**src/rtl/minute_disp_pkg.sv**
```systemverilog
package minute_disp_pkg;

    localparam int unsigned NUM_DIGITS = 2;
    localparam int unsigned SEG_BITS   = 8;
    localparam int unsigned FRAME_BITS = NUM_DIGITS * SEG_BITS;

    typedef logic [3:0] bcd_t;

    typedef enum logic [1:0] {
        TX_IDLE  = 2'd0,
        TX_SHIFT = 2'd1,
        TX_LATCH = 2'd2
    } tx_state_e;

    // bit0..bit6 = a..g, bit7 = decimal point (kept off)
    function automatic logic [SEG_BITS-1:0] seg_of(input bcd_t digit);
        logic [SEG_BITS-1:0] pat;
        case (digit)
            4'd0:    pat = 8'h3F;
            4'd1:    pat = 8'h06;
            4'd2:    pat = 8'h5B;
            4'd3:    pat = 8'h4F;
            4'd4:    pat = 8'h66;
            4'd5:    pat = 8'h6D;
            4'd6:    pat = 8'h7D;
            4'd7:    pat = 8'h07;
            4'd8:    pat = 8'h7F;
            4'd9:    pat = 8'h6F;
            default: pat = 8'h00;
        endcase
        return pat;
    endfunction

endpackage

```
**src/rtl/md_prescaler.sv**
```systemverilog
module md_prescaler #(
    parameter int unsigned TICK_CYCLES = 32'd3000000000,
    localparam int unsigned CW = (TICK_CYCLES > 2) ? $clog2(TICK_CYCLES) : 1
) (
    input  logic clk,
    input  logic rst,
    output logic tick
);
    localparam logic [CW-1:0] LAST = CW'(TICK_CYCLES - 1);

    typedef struct packed {
        logic [CW-1:0] cnt;
    } pre_st_t;

    pre_st_t st_d, st_q;

    always_comb begin
        st_d = st_q;
        tick = (st_q.cnt == LAST);
        if (tick) begin
            st_d.cnt = '0;
        end else begin
            st_d.cnt = st_q.cnt + 1'b1;
        end
    end

    always_ff @(posedge clk) begin
        if (rst) begin
            st_q <= '0;
        end else begin
            st_q <= st_d;
        end
    end

endmodule

```
**src/rtl/md_debounce.sv**
```systemverilog
module md_debounce #(
    parameter int unsigned DEB_CYCLES = 500000,
    localparam int unsigned CW = $clog2(DEB_CYCLES + 1)
) (
    input  logic clk,
    input  logic rst,
    input  logic btn_raw,
    output logic press
);
    localparam logic [CW-1:0] LAST = CW'(DEB_CYCLES - 1);

    typedef struct packed {
        logic          s1;
        logic          s2;
        logic          level;
        logic [CW-1:0] cnt;
        logic          pulse;
    } deb_st_t;

    deb_st_t st_d, st_q;

    always_comb begin
        st_d       = st_q;
        st_d.s1    = btn_raw;
        st_d.s2    = st_q.s1;
        st_d.pulse = 1'b0;
        if (st_q.s2 != st_q.level) begin
            if (st_q.cnt == LAST) begin
                st_d.level = st_q.s2;
                st_d.cnt   = '0;
                st_d.pulse = st_q.s2;
            end else begin
                st_d.cnt = st_q.cnt + 1'b1;
            end
        end else begin
            st_d.cnt = '0;
        end
    end

    always_ff @(posedge clk) begin
        if (rst) begin
            st_q <= '0;
        end else begin
            st_q <= st_d;
        end
    end

    assign press = st_q.pulse;

endmodule

```
**src/rtl/md_bcd_counter.sv**
```systemverilog
module md_bcd_counter
    import minute_disp_pkg::*;
(
    input  logic clk,
    input  logic rst,
    input  logic tick,
    input  logic press,
    output logic stepped,
    output bcd_t tens,
    output bcd_t units
);
    typedef struct packed {
        bcd_t tens;
        bcd_t units;
    } cnt_st_t;

    cnt_st_t st_d, st_q;

    always_comb begin
        st_d    = st_q;
        stepped = tick | press;
        if (stepped) begin
            if (st_q.units == 4'd9) begin
                st_d.units = 4'd0;
                st_d.tens  = (st_q.tens == 4'd9) ? 4'd0 : st_q.tens + 4'd1;
            end else begin
                st_d.units = st_q.units + 4'd1;
            end
        end
    end

    always_ff @(posedge clk) begin
        if (rst) begin
            st_q <= '0;
        end else begin
            st_q <= st_d;
        end
    end

    assign tens  = st_q.tens;
    assign units = st_q.units;

endmodule

```
**src/rtl/md_serial_tx.sv**
```systemverilog
module md_serial_tx
    import minute_disp_pkg::*;
#(
    parameter int unsigned HALF_DIV = 4,
    localparam int unsigned DIV_W = $clog2(2 * HALF_DIV),
    localparam int unsigned BIT_W = $clog2(FRAME_BITS)
) (
    input  logic                  clk,
    input  logic                  rst,
    input  logic                  req,
    input  logic [FRAME_BITS-1:0] frame,
    output logic                  sdata,
    output logic                  sclk,
    output logic                  slatch
);
    localparam logic [DIV_W-1:0] HALF_LAST  = DIV_W'(HALF_DIV - 1);
    localparam logic [DIV_W-1:0] LATCH_LAST = DIV_W'(2 * HALF_DIV - 1);
    localparam logic [BIT_W-1:0] BIT_LAST   = BIT_W'(FRAME_BITS - 1);

    typedef struct packed {
        tx_state_e             state;
        logic                  pend;
        logic                  phase;
        logic [DIV_W-1:0]      div;
        logic [BIT_W-1:0]      bitn;
        logic [FRAME_BITS-1:0] sh;
    } tx_st_t;

    tx_st_t st_d, st_q;
    logic   load;

    always_comb begin
        st_d = st_q;
        load = 1'b0;
        case (st_q.state)
            TX_IDLE: begin
                if (st_q.pend) begin
                    load       = 1'b1;
                    st_d.state = TX_SHIFT;
                    st_d.sh    = frame;
                    st_d.div   = '0;
                    st_d.phase = 1'b0;
                    st_d.bitn  = '0;
                end
            end
            TX_SHIFT: begin
                if (st_q.div == HALF_LAST) begin
                    st_d.div = '0;
                    if (!st_q.phase) begin
                        st_d.phase = 1'b1;
                    end else begin
                        st_d.phase = 1'b0;
                        st_d.sh    = {st_q.sh[FRAME_BITS-2:0], 1'b0};
                        if (st_q.bitn == BIT_LAST) begin
                            st_d.state = TX_LATCH;
                        end else begin
                            st_d.bitn = st_q.bitn + 1'b1;
                        end
                    end
                end else begin
                    st_d.div = st_q.div + 1'b1;
                end
            end
            TX_LATCH: begin
                if (st_q.div == LATCH_LAST) begin
                    st_d.div   = '0;
                    st_d.state = TX_IDLE;
                end else begin
                    st_d.div = st_q.div + 1'b1;
                end
            end
            default: st_d.state = TX_IDLE;
        endcase
        st_d.pend = (st_q.pend & ~load) | req;
    end

    always_ff @(posedge clk) begin
        if (rst) begin
            st_q      <= '0;
            st_q.pend <= 1'b1;
        end else begin
            st_q <= st_d;
        end
    end

    assign sdata  = (st_q.state == TX_SHIFT) & st_q.sh[FRAME_BITS-1];
    assign sclk   = (st_q.state == TX_SHIFT) & st_q.phase;
    assign slatch = (st_q.state == TX_LATCH);

endmodule

```
**src/rtl/minute_display_top.sv**
```systemverilog
module minute_display_top
    import minute_disp_pkg::*;
#(
    parameter int unsigned TICK_CYCLES = 32'd3000000000,
    parameter int unsigned DEB_CYCLES  = 500000,
    parameter int unsigned HALF_DIV    = 4
) (
    input  logic clk,
    input  logic rst,
    input  logic set_btn,
    output logic ser_data,
    output logic ser_clk,
    output logic ser_latch
);
    logic                  tick;
    logic                  press;
    logic                  cnt_step;
    bcd_t                  tens_q;
    bcd_t                  units_q;
    logic [FRAME_BITS-1:0] frame_word;

    md_prescaler #(.TICK_CYCLES(TICK_CYCLES)) i_prescaler (
        .clk  (clk),
        .rst  (rst),
        .tick (tick)
    );

    md_debounce #(.DEB_CYCLES(DEB_CYCLES)) i_debounce (
        .clk     (clk),
        .rst     (rst),
        .btn_raw (set_btn),
        .press   (press)
    );

    md_bcd_counter i_counter (
        .clk     (clk),
        .rst     (rst),
        .tick    (tick),
        .press   (press),
        .stepped (cnt_step),
        .tens    (tens_q),
        .units   (units_q)
    );

    assign frame_word = {seg_of(tens_q), seg_of(units_q)};

    md_serial_tx #(.HALF_DIV(HALF_DIV)) i_tx (
        .clk    (clk),
        .rst    (rst),
        .req    (cnt_step),
        .frame  (frame_word),
        .sdata  (ser_data),
        .sclk   (ser_clk),
        .slatch (ser_latch)
    );

endmodule

```
**config.mk**
```make
export PLATFORM = sky130hd
export DESIGN_NAME = minute_display_top
export DESIGN_NICKNAME = d
export VERILOG_FILES = /design/src/rtl/minute_disp_pkg.sv /design/src/rtl/md_prescaler.sv /design/src/rtl/md_debounce.sv /design/src/rtl/md_bcd_counter.sv /design/src/rtl/md_serial_tx.sv /design/src/rtl/minute_display_top.sv
export SDC_FILE = /design/constraint.sdc
export NUM_CORES = 1
export LEC_CHECK = 0
export ABC_AREA = 1
export BUFFER_PORTS_ARGS = -buffer_cell sky130_fd_sc_hd__buf_2
export CAP_MARGIN = 10
export CORE_MARGIN = 2
export CORE_UTILIZATION = 60
export DETAILED_ROUTE_END_ITERATION = 8
export GPL_TIMING_DRIVEN = 1
export HOLD_SLACK_MARGIN = 0.08
export PLACE_DENSITY = 0.76
export SLEW_MARGIN = 10
export SYNTH_ARGS = -nofsm -noshare
export SYNTH_HDL_FRONTEND = slang
export SYNTH_SLANG_ARGS = --single-unit
```
**constraint.sdc**
```tcl
create_clock -name clk -period 6.7 [get_ports clk]
set_clock_uncertainty 0.15 [all_clocks]
set_input_delay 1.005 -clock clk [delete_from_list [all_inputs] [get_ports clk]]
set_output_delay 1.005 -clock clk [all_outputs]
set_load 0.03 [all_outputs]
```
==> run summary <==
The slack of the worst reg-to-reg path is between 3 and 4 ns. The critical-path maximum fanout came out at 33. The number of cells produced by synthesis is 726. The CTS buffer count came out at 9.

After clock tree synthesis, the repair step resized 0 gates. The share of post-route cells with drive strength above 1 is 0.0765. The final net count is around 760. The floorplan die area is 0.00948 mm². The DRC violation count after routing is 0. The level count of the clock H-tree is 3. The number of pins exceeding their max-slew limit in the final report came out at 0. The post-detailed-placement cell area came out at approximately 0.0053 mm².

The synthesized cell area is 0.00523 mm². Counting flops and latches in the post-synthesis netlist gives 104. The number of antenna diodes is 0. The clock network fraction of design power is 0.300.

The average instance in the mapped netlist occupies 7.21 µm². The most used flip-flop cell after synthesis is sky130_fd_sc_hd__dfxtp_1. The iteration-0 DRC count of the detailed router came out at between 200 and 250. The count of fill cells added during filler insertion is roughly 760. Setup repair after global routing left no endpoint under its margin.

The smallest hold slack is roughly 0.26 ns. Setup slack on the critical path of the routed design comes to between 3 and 4 ns. The number of maximum-capacitance violations is 0. The worst relative slew slack came out at 0.295. In this run the clock root is driven by a sky130_fd_sc_hd__clkbuf_8.

After global routing the overflow that remains totals 0. The total area inside the core boundary comes to between 0.008 and 0.009 mm². The sum of negative setup slack came out at 0 ns. The share of the synthesized area in compound gates (AO/OA/AOI/OAI) is 0.110. The number of standard-cell rows in the floorplan came out at 34. The number of cells in the finished layout apart from fillers is 840. The mux share of post-synthesis cell area is 0. The run finished with clean final reports.

The worst setup slack before clock tree synthesis came out at 2.86 ns. By area, the combinational part of the netlist is dominated by simple AND/OR/NAND/NOR gates. The number of enable-type register cells in the synthesized netlist came out at 0. The total power per unit cell area is 241 mW/mm².

The pin slew with the least headroom to its limit is around 1.1 ns. Measured along the y axis, the die boundary spans just under 100 µm. The synthesized-area fraction occupied by xor and xnor cells is 0.0234.

The worst path in the final design needs a cycle of 3.68 ns, including I/O delays and setup. The final hold violation count is 0. After synthesis, the netlist uses 37 different library cells. The number of ports placed on the die boundary is 6. The net switching share of the total power is 0.303. The net count of the mapped netlist is 754.

The initial core utilization is 0.609. The residual antenna-violating net count after detailed routing is 0. The clock transition at the registers of the reported paths came out at roughly 0.09 ns. STA puts the critical path data arrival time at 3.77 ns. The number of I/O port buffers came out at 5. TritonCTS built the clock tree. The simple-gate portion of the synthesized area is 0.317. The global-route wire length before repair is about 18 mm.

IR analysis of the VDD net gives a maximum drop of roughly 150 µV. The average vias per placed instance is roughly 5.3. The maximum number of pins on one net before global-route repair is 34. The share of total power in sequential cells came out at 0.520. In the final layout, flip-flops and latches occupy between 0.002 and 0.0025 mm². The sequential share of the synthesized area is 0.398. The total via count in the routed design came out at 4435. The part of the power in combinational logic is 0.180. The number of global-route vias before repair is between 4000 and 5000. In the final routed layout, each cell accounts on average for 12.0 µm.

For this run, the number of Yosys warnings is 0. The last weighted congestion value of the routability-driven placer is roughly 0.93. The critical path required time is roughly 6.8 ns. In this run the post-CTS setup repair buffer count came out at 0. The number of antenna violations at the first check in global routing is 0. The leakage power is roughly 2.3 nW. With fillers left out, the area of the finished cells amounts to about 0.0055 mm².

The insertion delay of the later-clocked pin in the worst-skew pair came out at between 0.3 and 0.4 ns. The hold buffer count at cts came out at 0. The clock sink count came out at 104. The number of buffers on the longest clock path came out at 2.

The worst setup path is launched from a flop. The number of placed instances with taps included is between 800 and 900. Of the total synthesized cell area, the portion taken by full adders, half adders and majority gates is 0.0598.

The area added between synthesis and finish is 5.60%. The maximum operating frequency is 272 MHz. The total of endpoints with negative setup slack in the final report came out at 0.

The total track usage came out at 0.229. The min-delay analysis places its worst path in the category flop to flop. The cell internal power dissipation came out at around 0.00093 W.

The floorplan step set the die width to 97.4 µm. The detailed placer's ending HPWL is ~7.5 mm. The first TritonRoute pass finished after 5 iterations. For this run, asynchronously set or reset flops after synthesis account for 0.

The kind of critical path is flop to flop. The worst setup path is captured at a flop. The aggregate routed wire length is 10.1 mm. The final clock period utilization by the worst path came out at 0.549. The switching power of the nets came out at just over 0.0004 W. The area taken by multi-input logic gates came out at 0.00267 mm².
[final cells by class]
class                   count  area share
multi-input cells         498       0.483
flip-flops and latches    104       0.377
inverters                 109      0.0740
clock buffers              12      0.0281
well taps                 108      0.0245
clock inverters             4     0.00951
repair buffers              5     0.00453
[power by group through the flow]
| stage | logic (W) | clock network (W) | registers [W] |
|---|---|---|---|
| 2_1_floorplan | 0.000200 | 0 | 0.000701 |
| 3_3_place_gp | 0.000231 | 0 | 0.000706 |
| 3_5_place_dp | 0.000238 | 0 | 0.000708 |
| 4_1_cts | 0.000239 | 0.000412 | 0.000694 |
| 5_1_grt | 0.000277 | 0.000434 | 0.000700 |
| 6_report | 0.000240 | 0.000400 | 0.000694 |
[placed cells by master (no fill, tap or decap), types with 4 or more instances in the layout]
cell	netlist	layout
sky130_fd_sc_hd__nand2_1	170	170
sky130_fd_sc_hd__inv_1	104	104
sky130_fd_sc_hd__dfxtp_1	104	104
sky130_fd_sc_hd__nor2_1	63	63
sky130_fd_sc_hd__a21oi_1	47	47
sky130_fd_sc_hd__o21ai_0	41	41
sky130_fd_sc_hd__nand3_1	37	37
sky130_fd_sc_hd__ha_1	25	25
sky130_fd_sc_hd__nand4_1	20	20
sky130_fd_sc_hd__nor3_1	19	19
sky130_fd_sc_hd__a31oi_1	13	13
sky130_fd_sc_hd__xor2_1	11	11
sky130_fd_sc_hd__clkbuf_8	0	11
sky130_fd_sc_hd__nand2_2	8	8
sky130_fd_sc_hd__inv_2	5	5
sky130_fd_sc_hd__nand2_4	5	5
sky130_fd_sc_hd__buf_2	2	5
sky130_fd_sc_hd__nor2_2	4	4
sky130_fd_sc_hd__nand3b_1	4	4
sky130_fd_sc_hd__nand3_4	4	4
[sequential cells by signal, summed over array words and instances (netlist names)]
signal and flops:
frame_word 14, i_debounce.st_d 1, i_prescaler.st_q 32, i_debounce.press 1, i_counter.tens 4, i_counter.units 4, i_tx.st_q 27, i_debounce.st_q 21
[final timing paths]
kind              cells past startpoint                   to                 from
setup / recovery                     11        i_tx.st_q[19]        i_tx.st_q[26]
hold / removal                        2  i_debounce.st_q[21]  i_debounce.st_d[21]
setup reg to reg                     11        i_tx.st_q[19]        i_tx.st_q[26]
hold reg to reg                       2  i_debounce.st_q[21]  i_debounce.st_d[21]
[worst max-delay path: stages, from the launching register on]
cell	delay, ns
sky130_fd_sc_hd__dfxtp_1	0.34
sky130_fd_sc_hd__inv_1	0.09
sky130_fd_sc_hd__ha_1	0.64
sky130_fd_sc_hd__inv_2	0.32
sky130_fd_sc_hd__a21oi_1	0.26
sky130_fd_sc_hd__nand2_1	0.13
sky130_fd_sc_hd__nor2_2	0.82
sky130_fd_sc_hd__o21ai_1	0.28
sky130_fd_sc_hd__nor2_1	0.23
sky130_fd_sc_hd__nand3_1	0.11
sky130_fd_sc_hd__xor2_1	0.14
sky130_fd_sc_hd__nor2_1	0.05
[cells in the mapped netlist (2+ instances only)]
cell / instances / area share
sky130_fd_sc_hd__ha_1: 25 / 0.060
sky130_fd_sc_hd__nor2_4: 3 / 0.0065
sky130_fd_sc_hd__nand3_1: 37 / 0.035
sky130_fd_sc_hd__buf_2: 2 / 0.0019
sky130_fd_sc_hd__nor3b_1: 3 / 0.0043
sky130_fd_sc_hd__a211oi_1: 2 / 0.0029
sky130_fd_sc_hd__nor2_2: 4 / 0.0048
sky130_fd_sc_hd__nor2_1: 63 / 0.045
sky130_fd_sc_hd__o21ai_0: 41 / 0.039
sky130_fd_sc_hd__xor2_1: 11 / 0.018
sky130_fd_sc_hd__dfxtp_1: 104 / 0.40
sky130_fd_sc_hd__or2_2: 3 / 0.0036
sky130_fd_sc_hd__nor4_1: 3 / 0.0036
sky130_fd_sc_hd__nor3_1: 19 / 0.018
sky130_fd_sc_hd__a31oi_1: 13 / 0.016
sky130_fd_sc_hd__inv_2: 5 / 0.0036
sky130_fd_sc_hd__nand2_2: 8 / 0.0096
sky130_fd_sc_hd__nor3_2: 2 / 0.0038
sky130_fd_sc_hd__nand3b_1: 4 / 0.0057
sky130_fd_sc_hd__nand2_1: 170 / 0.12
sky130_fd_sc_hd__nand4_1: 20 / 0.024
sky130_fd_sc_hd__xnor2_1: 3 / 0.0050
sky130_fd_sc_hd__inv_1: 104 / 0.075
sky130_fd_sc_hd__clkbuf_1: 11 / 0.0079
sky130_fd_sc_hd__nand3_4: 4 / 0.013
sky130_fd_sc_hd__a21oi_1: 47 / 0.045
sky130_fd_sc_hd__nand2_4: 5 / 0.011
[through the flow]
step,total power [W],utilization
4_1_cts,0.00135,0.643
5_1_grt,0.00141,0.643
3_3_place_gp,0.000938,0.619
2_1_floorplan,0.000901,-
6_report,0.00133,0.643
3_5_place_dp,0.000945,0.619
[cell families after synthesis]
group / after synthesis
xor+xnor: 14
flops: 104
fa+ha+maj: 25
simple gates: 352
compound gates: 107
buf+inv: 124
[routing by layer]
layer	GRT usage	share of wire	wire (µm)
met1	0.274	0.45	4580
met2	0.410	0.50	5090
met3	0.0432	0.030	300
met4	0.0833	0.012	123
met5	0	0	0
Note: power is estimated with default switching activity, not from simulation.
